## src/rtl/can_err_pkg.sv

```systemverilog
package can_err_pkg;

    typedef enum logic [2:0] {
        ERR_NONE  = 3'd0,
        ERR_STUFF = 3'd1,
        ERR_FORM  = 3'd2,
        ERR_ACK   = 3'd3,
        ERR_BIT1  = 3'd4,
        ERR_BIT0  = 3'd5,
        ERR_CRC   = 3'd6,
        ERR_SW    = 3'd7
    } err_code_e;

    typedef struct packed {
        logic [2:0] code;
    } lec_state_t;

    typedef struct packed {
        logic boff;
        logic passive;
        logic warn;
    } flag_state_t;

    function automatic logic code_is_hw(input logic [2:0] c);
        return (c != ERR_NONE) && (c != ERR_SW);
    endfunction

endpackage

```

## src/rtl/can_lec_track.sv

```systemverilog
module can_lec_track
    import can_err_pkg::*;
(
    input  logic       clk,
    input  logic       rst_n,
    input  logic       err_valid,
    input  logic [2:0] err_code,
    input  logic       xfer_ok,
    input  logic       wr_en,
    input  logic [2:0] wr_code,
    output logic [2:0] code
);

    lec_state_t st_d, st_q;
    logic       hw_err;

    always_comb begin
        hw_err = err_valid && code_is_hw(err_code);
        st_d   = st_q;
        if (hw_err) begin
            st_d.code = err_code;
        end else if (xfer_ok) begin
            st_d.code = ERR_NONE;
        end else if (wr_en) begin
            st_d.code = wr_code;
        end
    end

    always_ff @(posedge clk or negedge rst_n) begin
        if (!rst_n) begin
            st_q <= '0;
        end else begin
            st_q <= st_d;
        end
    end

    assign code = st_q.code;

    AST_LEC_LOAD: assert property (@(posedge clk) disable iff (!rst_n)
        (err_valid && code_is_hw(err_code)) |=> (code == $past(err_code)));
    AST_LEC_CLEAN: assert property (@(posedge clk) disable iff (!rst_n)
        (xfer_ok && !(err_valid && code_is_hw(err_code))) |=> (code == 3'd0));
    AST_LEC_HOLD: assert property (@(posedge clk) disable iff (!rst_n)
        (!(err_valid && code_is_hw(err_code)) && !xfer_ok && !wr_en) |=> $stable(code));
    AST_LEC_SW_ONLY: assert property (@(posedge clk) disable iff (!rst_n)
        ((err_valid && code_is_hw(err_code)) || xfer_ok) |=> (code != 3'd7));

endmodule

```

## src/rtl/can_fault_flags.sv

```systemverilog
module can_fault_flags
    import can_err_pkg::*;
#(
    parameter int TEC_W         = 9,
    parameter int REC_W         = 8,
    parameter int WARN_LIMIT    = 96,
    parameter int PASSIVE_LIMIT = 127,
    parameter int BOFF_LIMIT    = 255
) (
    input  logic             clk,
    input  logic             rst_n,
    input  logic [TEC_W-1:0] tec,
    input  logic [REC_W-1:0] rec,
    input  logic             boff_clear,
    output logic             boff,
    output logic             passive,
    output logic             warn
);

    localparam logic [TEC_W-1:0] TEC_WARN = TEC_W'(WARN_LIMIT);
    localparam logic [TEC_W-1:0] TEC_PASS = TEC_W'(PASSIVE_LIMIT);
    localparam logic [TEC_W-1:0] TEC_BOFF = TEC_W'(BOFF_LIMIT);
    localparam logic [REC_W-1:0] REC_WARN = REC_W'(WARN_LIMIT);
    localparam logic [REC_W-1:0] REC_PASS = REC_W'(PASSIVE_LIMIT);

    flag_state_t st_d, st_q;
    logic        over_boff;

    always_comb begin
        over_boff  = tec > TEC_BOFF;
        st_d.warn    = (tec > TEC_WARN) || (rec > REC_WARN);
        st_d.passive = (tec > TEC_PASS) || (rec > REC_PASS);
        if (boff_clear) begin
            st_d.boff = 1'b0;
        end else begin
            st_d.boff = st_q.boff || over_boff;
        end
    end

    always_ff @(posedge clk or negedge rst_n) begin
        if (!rst_n) begin
            st_q <= '0;
        end else begin
            st_q <= st_d;
        end
    end

    assign boff    = st_q.boff;
    assign passive = st_q.passive;
    assign warn    = st_q.warn;

    AST_PASSIVE_HAS_WARN: assert property (@(posedge clk) disable iff (!rst_n)
        passive |-> warn);
    AST_BOFF_STICKY: assert property (@(posedge clk) disable iff (!rst_n)
        (boff && !boff_clear) |=> boff);
    AST_BOFF_CLEAR: assert property (@(posedge clk) disable iff (!rst_n)
        boff_clear |=> !boff);
    AST_WARN_DROP: assert property (@(posedge clk) disable iff (!rst_n)
        ((tec <= TEC_WARN) && (rec <= REC_WARN)) |=> !warn);

endmodule

```

## src/rtl/can_err_status.sv

```systemverilog
module can_err_status
    import can_err_pkg::*;
#(
    parameter int TEC_W         = 9,
    parameter int REC_W         = 8,
    parameter int WARN_LIMIT    = 96,
    parameter int PASSIVE_LIMIT = 127,
    parameter int BOFF_LIMIT    = 255
) (
    input  logic             clk,
    input  logic             rst_n,
    input  logic             err_valid,
    input  logic [2:0]       err_code,
    input  logic             xfer_ok,
    input  logic [TEC_W-1:0] tec,
    input  logic [REC_W-1:0] rec,
    input  logic             wr_en,
    input  logic [7:0]       wr_data,
    input  logic             boff_clear,
    output logic [7:0]       status
);

    logic [2:0] code;
    logic       boff, passive, warn;

    can_lec_track u_lec (
        .clk       (clk),
        .rst_n     (rst_n),
        .err_valid (err_valid),
        .err_code  (err_code),
        .xfer_ok   (xfer_ok),
        .wr_en     (wr_en),
        .wr_code   (wr_data[6:4]),
        .code      (code)
    );

    can_fault_flags #(
        .TEC_W         (TEC_W),
        .REC_W         (REC_W),
        .WARN_LIMIT    (WARN_LIMIT),
        .PASSIVE_LIMIT (PASSIVE_LIMIT),
        .BOFF_LIMIT    (BOFF_LIMIT)
    ) u_flags (
        .clk        (clk),
        .rst_n      (rst_n),
        .tec        (tec),
        .rec        (rec),
        .boff_clear (boff_clear),
        .boff       (boff),
        .passive    (passive),
        .warn       (warn)
    );

    assign status = {1'b0, code, 1'b0, boff, passive, warn};

    AST_FLAGS_NOT_WRITTEN: assert property (@(posedge clk) disable iff (!rst_n)
        (wr_en && !boff_clear && !(tec > TEC_W'(BOFF_LIMIT)) && !boff) |=> !status[2]);

endmodule

```

## config.mk

```make
export PLATFORM = sky130hd
export DESIGN_NAME = can_err_status
export DESIGN_NICKNAME = d
export VERILOG_FILES = /design/src/rtl/can_err_pkg.sv /design/src/rtl/can_lec_track.sv /design/src/rtl/can_fault_flags.sv /design/src/rtl/can_err_status.sv
export SDC_FILE = /design/constraint.sdc
export NUM_CORES = 1
export LEC_CHECK = 0
export ABC_AREA = 1
export BUFFER_PORTS_ARGS = -buffer_cell sky130_fd_sc_hd__buf_2
export CORE_AREA = 2 2 39 41
export CTS_BUF_LIST = sky130_fd_sc_hd__clkbuf_4 sky130_fd_sc_hd__clkbuf_8
export CTS_CLUSTER_SIZE = 40
export DETAILED_ROUTE_END_ITERATION = 6
export DIE_AREA = 0 0 41 43
export GPL_ROUTABILITY_DRIVEN = 0
export MAX_ROUTING_LAYER = met4
export PLACE_DENSITY = 0.78
export SLEW_MARGIN = 20
export SYNTH_ARGS = -nofsm -noshare
export SYNTH_HDL_FRONTEND = slang
export SYNTH_SLANG_ARGS = --single-unit
```

## constraint.sdc

```tcl
create_clock -name clk -period 2.4 [get_ports clk]
set_clock_uncertainty 0.1 [all_clocks]
set_input_delay 0.12 -clock clk [delete_from_list [all_inputs] [get_ports clk]]
set_output_delay 0.12 -clock clk [all_outputs]
set_load 0.005 [all_outputs]
```

; Word level (Yosys, flattened, before mapping)
; Index checks and enable logic that the tools add are counted.
[totals]
register_bits = 6
input_bits = 34
output_inout_bits = 8
elab_cells = 21
[op_classes]
n_lt_le_gt_ge = 5
n_eq_ne = 1
muxes = 4
n_reduce_logical = 7
[ops]
columns = operator, n
row1 = > comparator 9 x 7 -> 1 bit (second input constant), 2
row2 = > comparator 8 x 7 -> 1 bit (second input constant), 2
row3 = > comparator 9 x 8 -> 1 bit (second input constant), 1
row4 = 2-to-1 mux 3 bit, 3
row5 = nonzero test 3 bit, 2
row6 = logical OR 1 bit, 3
row7 = inequality test 3 bit (second input constant), 1
row8 = logical AND 1 bit, 2
row9 = 2-to-1 mux 1 bit, 1

; Depth between registers and ports, before layout
[depth]
depth_word = 4
ltp_mapped = 7
mapped_depth_nobuf = 7

; Cells and area by module
; A second synthesis with hierarchy kept.
[unflattened]
hier_cells = 65
hier_area_um2 = 422.9
[by_module_without_submodules]
columns = module, n_inst, cells_each, area_per_inst_um2, seq_area_each_um2
row1 = can_lec_track, 1, 37, 224.0, 75.1
row2 = can_fault_flags, 1, 22, 157.7, 75.1
row3 = can_err_status, 1, 6, 41.3, 0.0

; Least setup slack after synthesis
; No wires, ideal clock.
[synth_timing]
path_type = flip-flop to flip-flop
startpoint = register, netlist name u_lec.code[1]
endpoint = register u_lec.st_q, in the netlist u_lec.code[1]
setup_time_ns = 0.113
arrival_time_ns = 0.600
required_ns = 2.187
path_slack_ns = 1.588
path_stages_with_launch = 4
path_buffers = 0
synth_period_minus_slack_ns = 0.812
path_cell_list = dfrtp_1 > nand3b_1 > nand2_1 > inv_1
[synth_lines]
columns = item, line_no
row1 = to (signal assigned), can_lec_track.sv:33  ; st_q <= st_d;
row2 = to (decl), can_lec_track.sv:14  ; lec_state_t st_d, st_q;

==> key figures <==
Drt
  – Total Routed Length: about 930 um
  – Pre-antenna DRT Iters: 2
  – Residual DRC: 0
  – Routed vias/inst: between 4 and 5
  – Average wire per standard cell: around 8.3 um
  – Detailed Route Iter0 Violations: 3
  – Vias: ~470
  – DRT antenna net count: 0

CTS
  – CTS HTree Levels: 1
  – Post-cts sizing count: 0
  – Max Root-Sink Buffers: 2
  – Clock Latency Late Sink: roughly 0.24 ns
  – Clk slew on worst S/H paths: 0.04 ns
  – CTS root buf: clkbuf_4
  – Num CTS Buffers: 3
  – CTS Sinks: 6
  – CTS tree: built

Critical path
  – Crit start category: input pin
  – Worst-path cell chain: dlygate4sd3_1 -> buf_2 -> nor2_1 -> nand3_1
  – Crit Path Category: input pin to flop
  – CP arrival: between 0.9 and 1 ns
  – RR Startpoint: u_lec.code[1]$_DFFE_PN0P_
  – Slowest CP cell: dlygate4sd3_1
  – FF-to-FF End: u_lec.code[1]$_DFFE_PN0P_
  – Crit-path max cell delay: 0.53 ns
  – Cell count of the worst reg-to-reg path: 3
  – Worst setup path startpoint: rec[7]
  – Flop2flop setup slack: about 1.6 ns
  – Worst EP required: around 2.4 ns
  – Worst setup EP type: flop
  – Worst-path fanout max: 2

Floorplanning
  – Std-Cell Rows: 14
  – Die Y: 43 um
  – Die area: roughly 1800 um^2
  – Core region area: 1384 um^2
  – Number of I/O pins: 42
  – Chip width: ~41 um
  – Initial core utilization: about 28%

Timing
  – Final Hold Fails: 0
  – Unrepaired setup endpoints after global routing: no
  – Tmin final: between 0.9 and 1 ns
  – Max Fclk: 1.031 GHz
  – Setup TNS: 0 ns
  – Slew Viols, Final: 0
  – Final worst path period share: about two fifths
  – # setup viols final: 0

Status
  – Outcome: finished clean

Layout
  – Share of cells above drive strength 1: between 30% and 40%
  – Antenna diodes: 0
  – Area growth syn-to-layout: 53.02%
  – FILL cells: around 140
  – Final instance area: slightly above 600 um^2
  – Net count, final: 132

Synthesis
  – Mean Syn Cell Area: between 6 and 7 um^2
  – FFs w/ async S/R, synth: between 90% and 100%
  – Register area share after synthesis: about two fifths
  – EDFF count, synth: 0
  – Synthesis Warnings: 0
  – Synth area leader: dfrtp_1
  – Commonest cells post-synth: 18 x nand2_1, 10 x nor2_1, 8 x inv_1
  – Synthesized cell area: between 300 and 400 um^2
  – Cells after synthesis: 60
  – Distinct cells, synth: 11
  – Flops & latches, synth: 6
  – Most common cell in the netlist: nand2_1
  – Largest cells by area after synthesis: dfrtp_1 38%, nand2_1 17%, buf_4 9.5%
  – Share of the synthesized area in the top cell type: 38.10%
  – Ys flop type: dfrtp_1

Power
  – P_leak: between 0.0003 and 0.0004 uW
  – Tot Pwr: about 270 uW
  – IR drop worst, VDD: roughly 310 uV
  – Power per cell area: 444.4 nW/um^2

Min path
  – Worst hold path class: input pin to flop
  – Hold endpoint: u_flags.warn$_DFF_PN0_
  – Hold Path Depth: 3
  – Worst Min Path Start: rec[6]

Placement
  – Cell area after placement: around 550 um^2
  – Port Buffers: 34
  – DP HPWL: 764.9 um

Run
  – Max cap viols: 0

Global route
  – Vias in the first global route: ~390
  – GRT overflow: 0
  – Initial antenna violation count: 0
  – Global-route wire length before repair: roughly 1.3 mm
  – Largest net degree at the start of global routing: 8
  – Total track usage: between 10% and 20%
layout make-up:
class	instances	area (um^2)	share of cell area, %
repair buffers	37	200.2	33.20
flip-flops and latches	6	150.1	24.90
clock buffers	3	22.52	3.734
well taps	16	20.02	3.320
multi-input cells	42	180.2	29.88
inverters	8	30.03	4.979
flip-flops by register name (all words and copies together) (netlist names):
register,count
u_flags.passive,1
u_lec.code,3
u_flags.boff,1
u_flags.warn,1
cell families (layout without fill, tap and decap cells):
kind of cell | Yosys count | after routing | synth area share [%]
compound gates | 1 | 1 | 1.269
buf+inv | 13 | 48 | 17.14
flops | 6 | 6 | 38.09
other cells | 1 | 2 | 0.9515
simple gates | 39 | 39 | 42.54
per-stage QoR:
stage               worst slack [ns]  std cells  utilization, %  hold WS, ns
floorplan                      1.588         61               -      -0.2756
global placement               1.460        106           39.78      -0.1568
detailed placement             1.429        106           39.78      -0.1545
CTS                            1.417        112           43.58      0.01832
global route                   1.401        112           43.58      0.04005
finish                         1.430        112           43.58      0.02483
critical path: cells and delay by family:
kind	cells	cell delay (ns)
buf+inv	2	0.65
simple gates	2	0.22
layer usage:
layer,part of all wire (%),global-route usage (%)
met5,0,-
met1,38,10.26
met3,9.4,2.618
met4,2.1,8.000
met2,50,19.38
power by group:
part           total [uW]  leakage (uW)  internal, uW  switching (uW)
Clock                89.6     0.0000138          56.3            33.3
Combinational        65.4      0.000279          34.8            30.6
Sequential            113     0.0000688           109            3.68
Total                 268      0.000361           200            67.5
what timing repair did:
action | CTS | global route
endpoints found under the hold margin | 9 | 0
hold buffers | 3 | 0
buffers inserted | 0 | 0
worst max-delay path by stage:
stage	cells past startpoint	slack, ns	endpoint
5_1_grt	1	1.40	status[2]
6_report	4	1.43	u_flags.warn$_DFF_PN0_
3_3_place_gp	7	1.46	u_lec.code[2]$_DFFE_PN0P_
2_1_floorplan	3	1.59	u_lec.code[1]$_DFFE_PN0P_
3_5_place_dp	7	1.43	u_lec.code[0]$_DFFE_PN0P_
4_1_cts	1	1.42	status[6]
cell usage in the layout (no fill, tap or decap):
cell and instances:
a21oi_1 1, buf_2 34, clkbuf_4 3, conb_1 2, dfrtp_1 6, dlygate4sd3_1 3
inv_1 8, nand2_1 18, nand3_1 7, nand3_2 1, nand3b_1 1, nor2_1 10
nor3_1 2
No activity file was read; power rests on OpenSTA's default activity.
